[config.mk]
export PLATFORM = sky130hd
export DESIGN_NAME = sec_rtc
export DESIGN_NICKNAME = d
export VERILOG_FILES = /design/src/rtl/rtc_pkg.sv /design/src/rtl/rtc_prescaler.sv /design/src/rtl/rtc_counter.sv /design/src/rtl/rtc_irq.sv /design/src/rtl/rtc_regs.sv /design/src/rtl/sec_rtc.sv
export SDC_FILE = /design/constraint.sdc
export NUM_CORES = 1
export LEC_CHECK = 0
export BUFFER_PORTS_ARGS = -buffer_cell sky130_fd_sc_hd__buf_2
export CORE_AREA = 2 2 114 116
export DETAILED_ROUTE_END_ITERATION = 8
export DIE_AREA = 0 0 116 118
export PLACE_DENSITY = 0.8
export SYNTH_ARGS = -nofsm -noshare
export SYNTH_HDL_FRONTEND = slang
export SYNTH_SLANG_ARGS = --single-unit
[constraint.sdc]
create_clock -name clk -period 3.3 [get_ports clk]
set_clock_uncertainty 0.05 [all_clocks]
set_input_delay 0.66 -clock clk [delete_from_list [all_inputs] [get_ports clk]]
set_output_delay 0.66 -clock clk [all_outputs]
set_load 0.02 [all_outputs]
[src/rtl/rtc_pkg.sv]
package rtc_pkg;

  // word index of each register (byte offset / 4)
  typedef enum logic [2:0] {
    W_COUNT = 3'd0,
    W_MATCH = 3'd1,
    W_LOAD  = 3'd2,
    W_CTRL  = 3'd3,
    W_MSTAT = 3'd4,
    W_RSTAT = 3'd5,
    W_ACK   = 3'd6,
    W_VER   = 3'd7
  } rtc_word_e;

  // control word, bit 0 at the right
  typedef struct packed {
    logic wrap;  // bit 3
    logic run;   // bit 2
    logic mask;  // bit 1
    logic ie;    // bit 0
  } rtc_ctrl_t;

  localparam int unsigned CTRL_W = 4;

  function automatic logic irq_gate(input logic raw, input rtc_ctrl_t c);
    return raw & c.ie & ~c.mask;
  endfunction

endpackage

[src/rtl/rtc_prescaler.sv]
module rtc_prescaler #(
  parameter int unsigned PRESCALE = 32768
) (
  input  logic clk,
  input  logic rst_n,
  input  logic run_i,
  output logic tick_o
);
  localparam int unsigned PW = (PRESCALE > 1) ? $clog2(PRESCALE) : 1;
  localparam logic [PW-1:0] LAST = PW'(PRESCALE - 1);

  logic [PW-1:0] pcnt;

  assign tick_o = run_i && (pcnt == LAST);

  always_ff @(posedge clk or negedge rst_n) begin
    if (!rst_n) begin
      pcnt <= '0;
    end else if (!run_i || tick_o) begin
      pcnt <= '0;
    end else begin
      pcnt <= pcnt + 1'b1;
    end
  end
endmodule

[src/rtl/rtc_counter.sv]
module rtc_counter #(
  parameter int unsigned CW = 32
) (
  input  logic          clk,
  input  logic          rst_n,
  input  logic          tick_i,
  input  logic          wrap_i,
  input  logic          load_wr_i,
  input  logic [CW-1:0] load_val_i,
  input  logic [CW-1:0] match_i,
  output logic [CW-1:0] cnt_o,
  output logic          pend_o,
  output logic          load_apply_o,
  output logic          match_evt_o
);
  localparam logic [CW-1:0] TOP = '1;

  function automatic logic [CW-1:0] advance(input logic [CW-1:0] c, input logic wrap);
    if (c == TOP) return wrap ? '0 : TOP;
    return c + 1'b1;
  endfunction

  logic [CW-1:0] nxt;

  always_comb nxt = pend_o ? load_val_i : advance(cnt_o, wrap_i);

  assign load_apply_o = tick_i & pend_o;
  assign match_evt_o  = tick_i & (nxt == match_i);

  always_ff @(posedge clk or negedge rst_n) begin
    if (!rst_n) begin
      cnt_o  <= '0;
      pend_o <= 1'b0;
    end else begin
      if (tick_i) cnt_o <= nxt;
      if (load_wr_i)         pend_o <= 1'b1;
      else if (load_apply_o) pend_o <= 1'b0;
    end
  end
endmodule

[src/rtl/rtc_irq.sv]
module rtc_irq
  import rtc_pkg::*;
(
  input  logic      clk,
  input  logic      rst_n,
  input  logic      set_i,
  input  logic      clr_i,
  input  rtc_ctrl_t ctrl_i,
  output logic      raw_o,
  output logic      masked_o
);
  always_ff @(posedge clk or negedge rst_n) begin
    if (!rst_n)      raw_o <= 1'b0;
    else if (set_i)  raw_o <= 1'b1;
    else if (clr_i)  raw_o <= 1'b0;
  end

  assign masked_o = irq_gate(raw_o, ctrl_i);
endmodule

[src/rtl/rtc_regs.sv]
module rtc_regs
  import rtc_pkg::*;
#(
  parameter int unsigned DW      = 32,
  parameter int unsigned AW      = 6,
  parameter logic [31:0] VERSION = 32'h0001_0300
) (
  input  logic          clk,
  input  logic          rst_n,
  input  logic          psel,
  input  logic          penable,
  input  logic          pwrite,
  input  logic [AW-1:0] paddr,
  input  logic [DW-1:0] pwdata,
  output logic [DW-1:0] prdata,
  input  logic [DW-1:0] cnt_i,
  input  logic          raw_i,
  input  logic          masked_i,
  output rtc_ctrl_t     ctrl_o,
  output logic [DW-1:0] match_o,
  output logic [DW-1:0] load_o,
  output logic          load_wr_o,
  output logic          ack_rd_o
);
  logic      in_map;
  rtc_word_e word;
  logic      acc, wr, rd;

  generate
    if (AW > 5) begin : g_hi
      assign in_map = ~|paddr[AW-1:5];
    end else begin : g_nohi
      assign in_map = 1'b1;
    end
  endgenerate

  assign word = rtc_word_e'(paddr[4:2]);
  assign acc  = psel & penable & in_map;
  assign wr   = acc & pwrite;
  assign rd   = acc & ~pwrite;

  assign load_wr_o = wr && (word == W_LOAD);
  assign ack_rd_o  = rd && (word == W_ACK);

  always_ff @(posedge clk or negedge rst_n) begin
    if (!rst_n) begin
      ctrl_o  <= '0;
      match_o <= '0;
      load_o  <= '0;
    end else if (wr) begin
      case (word)
        W_CTRL:  ctrl_o  <= rtc_ctrl_t'(pwdata[CTRL_W-1:0]);
        W_MATCH: match_o <= pwdata;
        W_LOAD:  load_o  <= pwdata;
        default: ;
      endcase
    end
  end

  always_comb begin
    prdata = '0;
    if (in_map) begin
      case (word)
        W_COUNT: prdata = cnt_i;
        W_MATCH: prdata = match_o;
        W_LOAD:  prdata = load_o;
        W_CTRL:  prdata = DW'(ctrl_o);
        W_MSTAT: prdata = DW'(masked_i);
        W_RSTAT: prdata = DW'(raw_i);
        W_ACK:   prdata = DW'(raw_i);
        W_VER:   prdata = DW'(VERSION);
        default: prdata = '0;
      endcase
    end
  end
endmodule

[src/rtl/sec_rtc.sv]
module sec_rtc
  import rtc_pkg::*;
#(
  parameter int unsigned PRESCALE = 32768,
  parameter int unsigned AW       = 6,
  parameter logic [31:0] VERSION  = 32'h0001_0300
) (
  input  logic          clk,
  input  logic          rst_n,
  input  logic          psel,
  input  logic          penable,
  input  logic          pwrite,
  input  logic [AW-1:0] paddr,
  input  logic [31:0]   pwdata,
  output logic [31:0]   prdata,
  output logic          irq_o
);
  localparam int unsigned DW = 32;

  rtc_ctrl_t     ctrl_w;
  logic [DW-1:0] match_w, load_val_w, cnt_w;
  logic          load_wr_w, ack_rd_w, tick_w;
  logic          pend_w, load_apply_w, match_evt_w, raw_w, masked_w;

  rtc_regs #(.DW(DW), .AW(AW), .VERSION(VERSION)) u_regs (
    .clk(clk), .rst_n(rst_n), .psel(psel), .penable(penable), .pwrite(pwrite),
    .paddr(paddr), .pwdata(pwdata), .prdata(prdata),
    .cnt_i(cnt_w), .raw_i(raw_w), .masked_i(masked_w),
    .ctrl_o(ctrl_w), .match_o(match_w), .load_o(load_val_w),
    .load_wr_o(load_wr_w), .ack_rd_o(ack_rd_w)
  );

  rtc_prescaler #(.PRESCALE(PRESCALE)) u_pre (
    .clk(clk), .rst_n(rst_n), .run_i(ctrl_w.run), .tick_o(tick_w)
  );

  rtc_counter #(.CW(DW)) u_cnt (
    .clk(clk), .rst_n(rst_n), .tick_i(tick_w), .wrap_i(ctrl_w.wrap),
    .load_wr_i(load_wr_w), .load_val_i(load_val_w), .match_i(match_w),
    .cnt_o(cnt_w), .pend_o(pend_w), .load_apply_o(load_apply_w),
    .match_evt_o(match_evt_w)
  );

  rtc_irq u_irq (
    .clk(clk), .rst_n(rst_n), .set_i(match_evt_w), .clr_i(ack_rd_w),
    .ctrl_i(ctrl_w), .raw_o(raw_w), .masked_o(masked_w)
  );

  assign irq_o = masked_w;
endmodule

==> flow_summary.yaml <==
clock_tree:
  cts-root-buf: "clkbuf_16"
  htree_levels: 4
  clk_latency_ps: 430
  cts_tree: "yes"
  clock_sinks: 117
  cts_hold_buf: 0
  clk_pin_slew_ps: 60
  cts_buffer_depth: 2
  numCtsBuffers: 17
synth:
  synth_compound_area_frac: 0.196
  synth-seq-cells: 117
  yosysWarningCount: 0
  synth_top_cell_area_share: 0.397
  netlist_instances: 845
  synth.net_count: 890
  synth_top_family_by_area: "simple AND/OR/NAND/NOR gates"
  syn_area_um2: 7370
  synth_flop_cell: "dfrtp_1"
  synth_xor_area_frac: 0.0594
  synth-simple-area-share: 0.201
  yosysMostFrequentCell: "dfrtp_1"
  synth_cell_types: 72
  async_flop_share: 1.00
  yosys.area_share.adder: 0.00340
  ys_top_cells_by_count: "dfrtp_1, nor2_1, nand2_1, o21ai_0, a21oi_1"
  synth.area.top_cells: "dfrtp_1, mux2_2, nor2_1"
  synthMuxAreaShare: 0.0844
  synth_edf_count: 0
  yosysSeqAreaShare: 0.397
  syn_avg_cell_area_um2: 8.72
  yosys.area.top_type: "dfrtp_1"
drt:
  drt-total-wl_um: 23400
  wl_met3_um: 2200
  wirelength_met1_um: 9510
  routedWlPerCell_um: 20.2
  drt_iter0_drc: 605
  dr_wl_met2_um: 10800
  drcViolationCount: 0
  postRouteAntennaNets: 0
  highest_layer: "met4"
  vias: 7388
  via_per_inst: 6.38
  first_pass_iters: 5
floorplan:
  io_pins: 76
  fp-row-count: 41
  core_area_um2: 12400
  die_x_um: 116
  dieHeight_um: 118
  dieArea_um2: 13700
  initial_core_util: 0.594
timing:
  worstMarginPinSlew_ps: 696
  slew_violations: 0
  whs_ps: 223
  hold_violations: 0
  period_share: 0.976
  finalSetupViolations: 0
  timing.slew.headroom: 0.536
  timing.fmax_mhz: 311
  fin_setup_tns_ps: 0
  period_needed_ps: 3220
  rsz0062_at_grt: "no"
setup_path:
  regToRegSetupSlack_ps: 80
  critPathLaunchType: "register"
  crit_arrival_ps: 3490
  criticalPathCategory: "reg2reg"
  end_kind: "register"
  cp_max_fo: 6
  crit_required_ps: 3580
global_routing:
  grt_pass1_vias: 7148
  track_usage: 0.356
  grt_antenna_before_repair: 0
  grt_max_degree: 67
  grt.overflow.total: 0
  grt_pass1_wl_um: 37300
pwr:
  leakagePower_uw: 0.00414
  vdd_drop_max_uv: 438
  p_per_area_nw_per_um2: 473
  switchingPower_uw: 1250
  switching_share: 0.292
  p_seq_frac: 0.411
  finalPower_uw: 4260
  p_comb_frac: 0.164
  clkPwrFrac: 0.425
  p_int_uw: 3010
placed_design:
  place_congestion: 1.04
  dp.cells: 1126
  hpwl_um: 16700
  port_buffers: 73
final_layout:
  nNetsFinal: 1018
  layout.cells.non_filler: 1158
  n_antenna_cell: 0
  layout-drive-gt1-share: 0.285
  syn2layout_area_growth_pct: 22.3
job:
  cap_violations: 0
run_status:
  outcome: "completed"
worst_hold_path:
  hp-class: "in2async"
[cells in the final DEF (no fill, tap or decap), drive strengths merged, types with 3 or more instances in the layout]
master    count
xor2         22
o21ai        70
nor2         96
mux2         49
mux2i         7
a211oi        6
or3           4
o41ai         3
a21boi       18
inv          24
a31oi        17
nor3         31
o22ai        13
o21a          4
a221oi        3
dfrtp       117
a21oi        65
o31ai         4
o211ai        3
clkbuf       19
nand3        23
a22oi         6
and4          9
and2          3
and3         12
nand4        24
buf         169
nand2        70
xnor2        28
nor4         13
a22o          4
or4           5
nand2b        6
clkinv        9
clkinvlp      3
[registers in the layout, summed over array words and instances (netlist names)]
register	cells
u_regs.ctrl_o	4
u_regs.load_o	32
u_regs.match_o	32
u_pre.pcnt	15
u_irq.raw_o	1
u_cnt.cnt_o	32
u_cnt.pend_o	1
[power groups by stage]
stage / clock network [µW] / logic [µW] / registers (µW)
2_1_floorplan: 0 / 461 / 1710
3_3_place_gp: 0 / 657 / 1760
4_1_cts: 1820 / 692 / 1740
3_5_place_dp: 0 / 676 / 1760
6_report: 1810 / 700 / 1750
5_1_grt: 1890 / 764 / 1770
[critical path: stages, from the launching register on]
cell and delay (ps):
dfrtp_1 470, nand4_2 160, or4_1 630, or4_2 690, nand3_1 150, a22oi_2 90, xnor2_1 150, nor4_2 280
nand4_1 200, o31ai_2 250
[metrics by stage]
step / utilization / worst slack [ps] / area, µm²
finish: 0.726 / 80.6 / 9010
global placement: 0.676 / 70.1 / 8400
detailed placement: 0.676 / 67.8 / 8400
floorplan: - / 291 / 7370
global route: 0.726 / 4.79 / 9010
CTS: 0.723 / 38.6 / 8980
[worst paths after layout]
path	to	from	depth (start not counted)
worst max-delay path	u_irq.raw_o	u_cnt.cnt_o[2]	9
min in group clk	u_regs.match_o[4]	pwdata[4]	3
worst max register to register	u_irq.raw_o	u_cnt.cnt_o[2]	9
max in group asynchronous	u_cnt.cnt_o[11]	rst_n	2
worst min-delay path	u_regs.match_o[25]	rst_n	1
worst min register to register	u_pre.pcnt[0]	u_pre.pcnt[0]	1
[routing by layer]
layer	vias up	global-route usage
li1	3317	-
met1	3597	0.461
met2	394	0.554
met3	80	0.116
met4	0	0.135
met5	-	0
[what timing repair did]
| action | in CTS | in global routing |
|---|---|---|
| setup buffers | 0 | 0 |
| gates resized for setup | 1 | 9 |
| endpoints found under the setup margin | 1 | 1 |
| pin swaps | 0 | 1 |
[cells by family after synthesis]
| family | after synthesis |
|---|---|
| AO/OA/AOI/OAI | 233 |
| XOR/XNOR | 50 |
| adder cells (fa/ha/maj) | 2 |
| buffers and inverters | 85 |
| flip-flops | 117 |
| multiplexers | 56 |
| AND/OR/NAND/NOR | 302 |
[cell type report]
type | count | area (µm²)
clock inverters | 13 | 134
clock buffers | 19 | 443
well taps | 172 | 215
inverters | 25 | 93.8
flip-flops and latches | 117 | 2930
repair buffers | 169 | 1130
fillers | 993 | 3400
multi-input cells | 643 | 4070
Note: power is estimated with default switching activity, not from simulation.
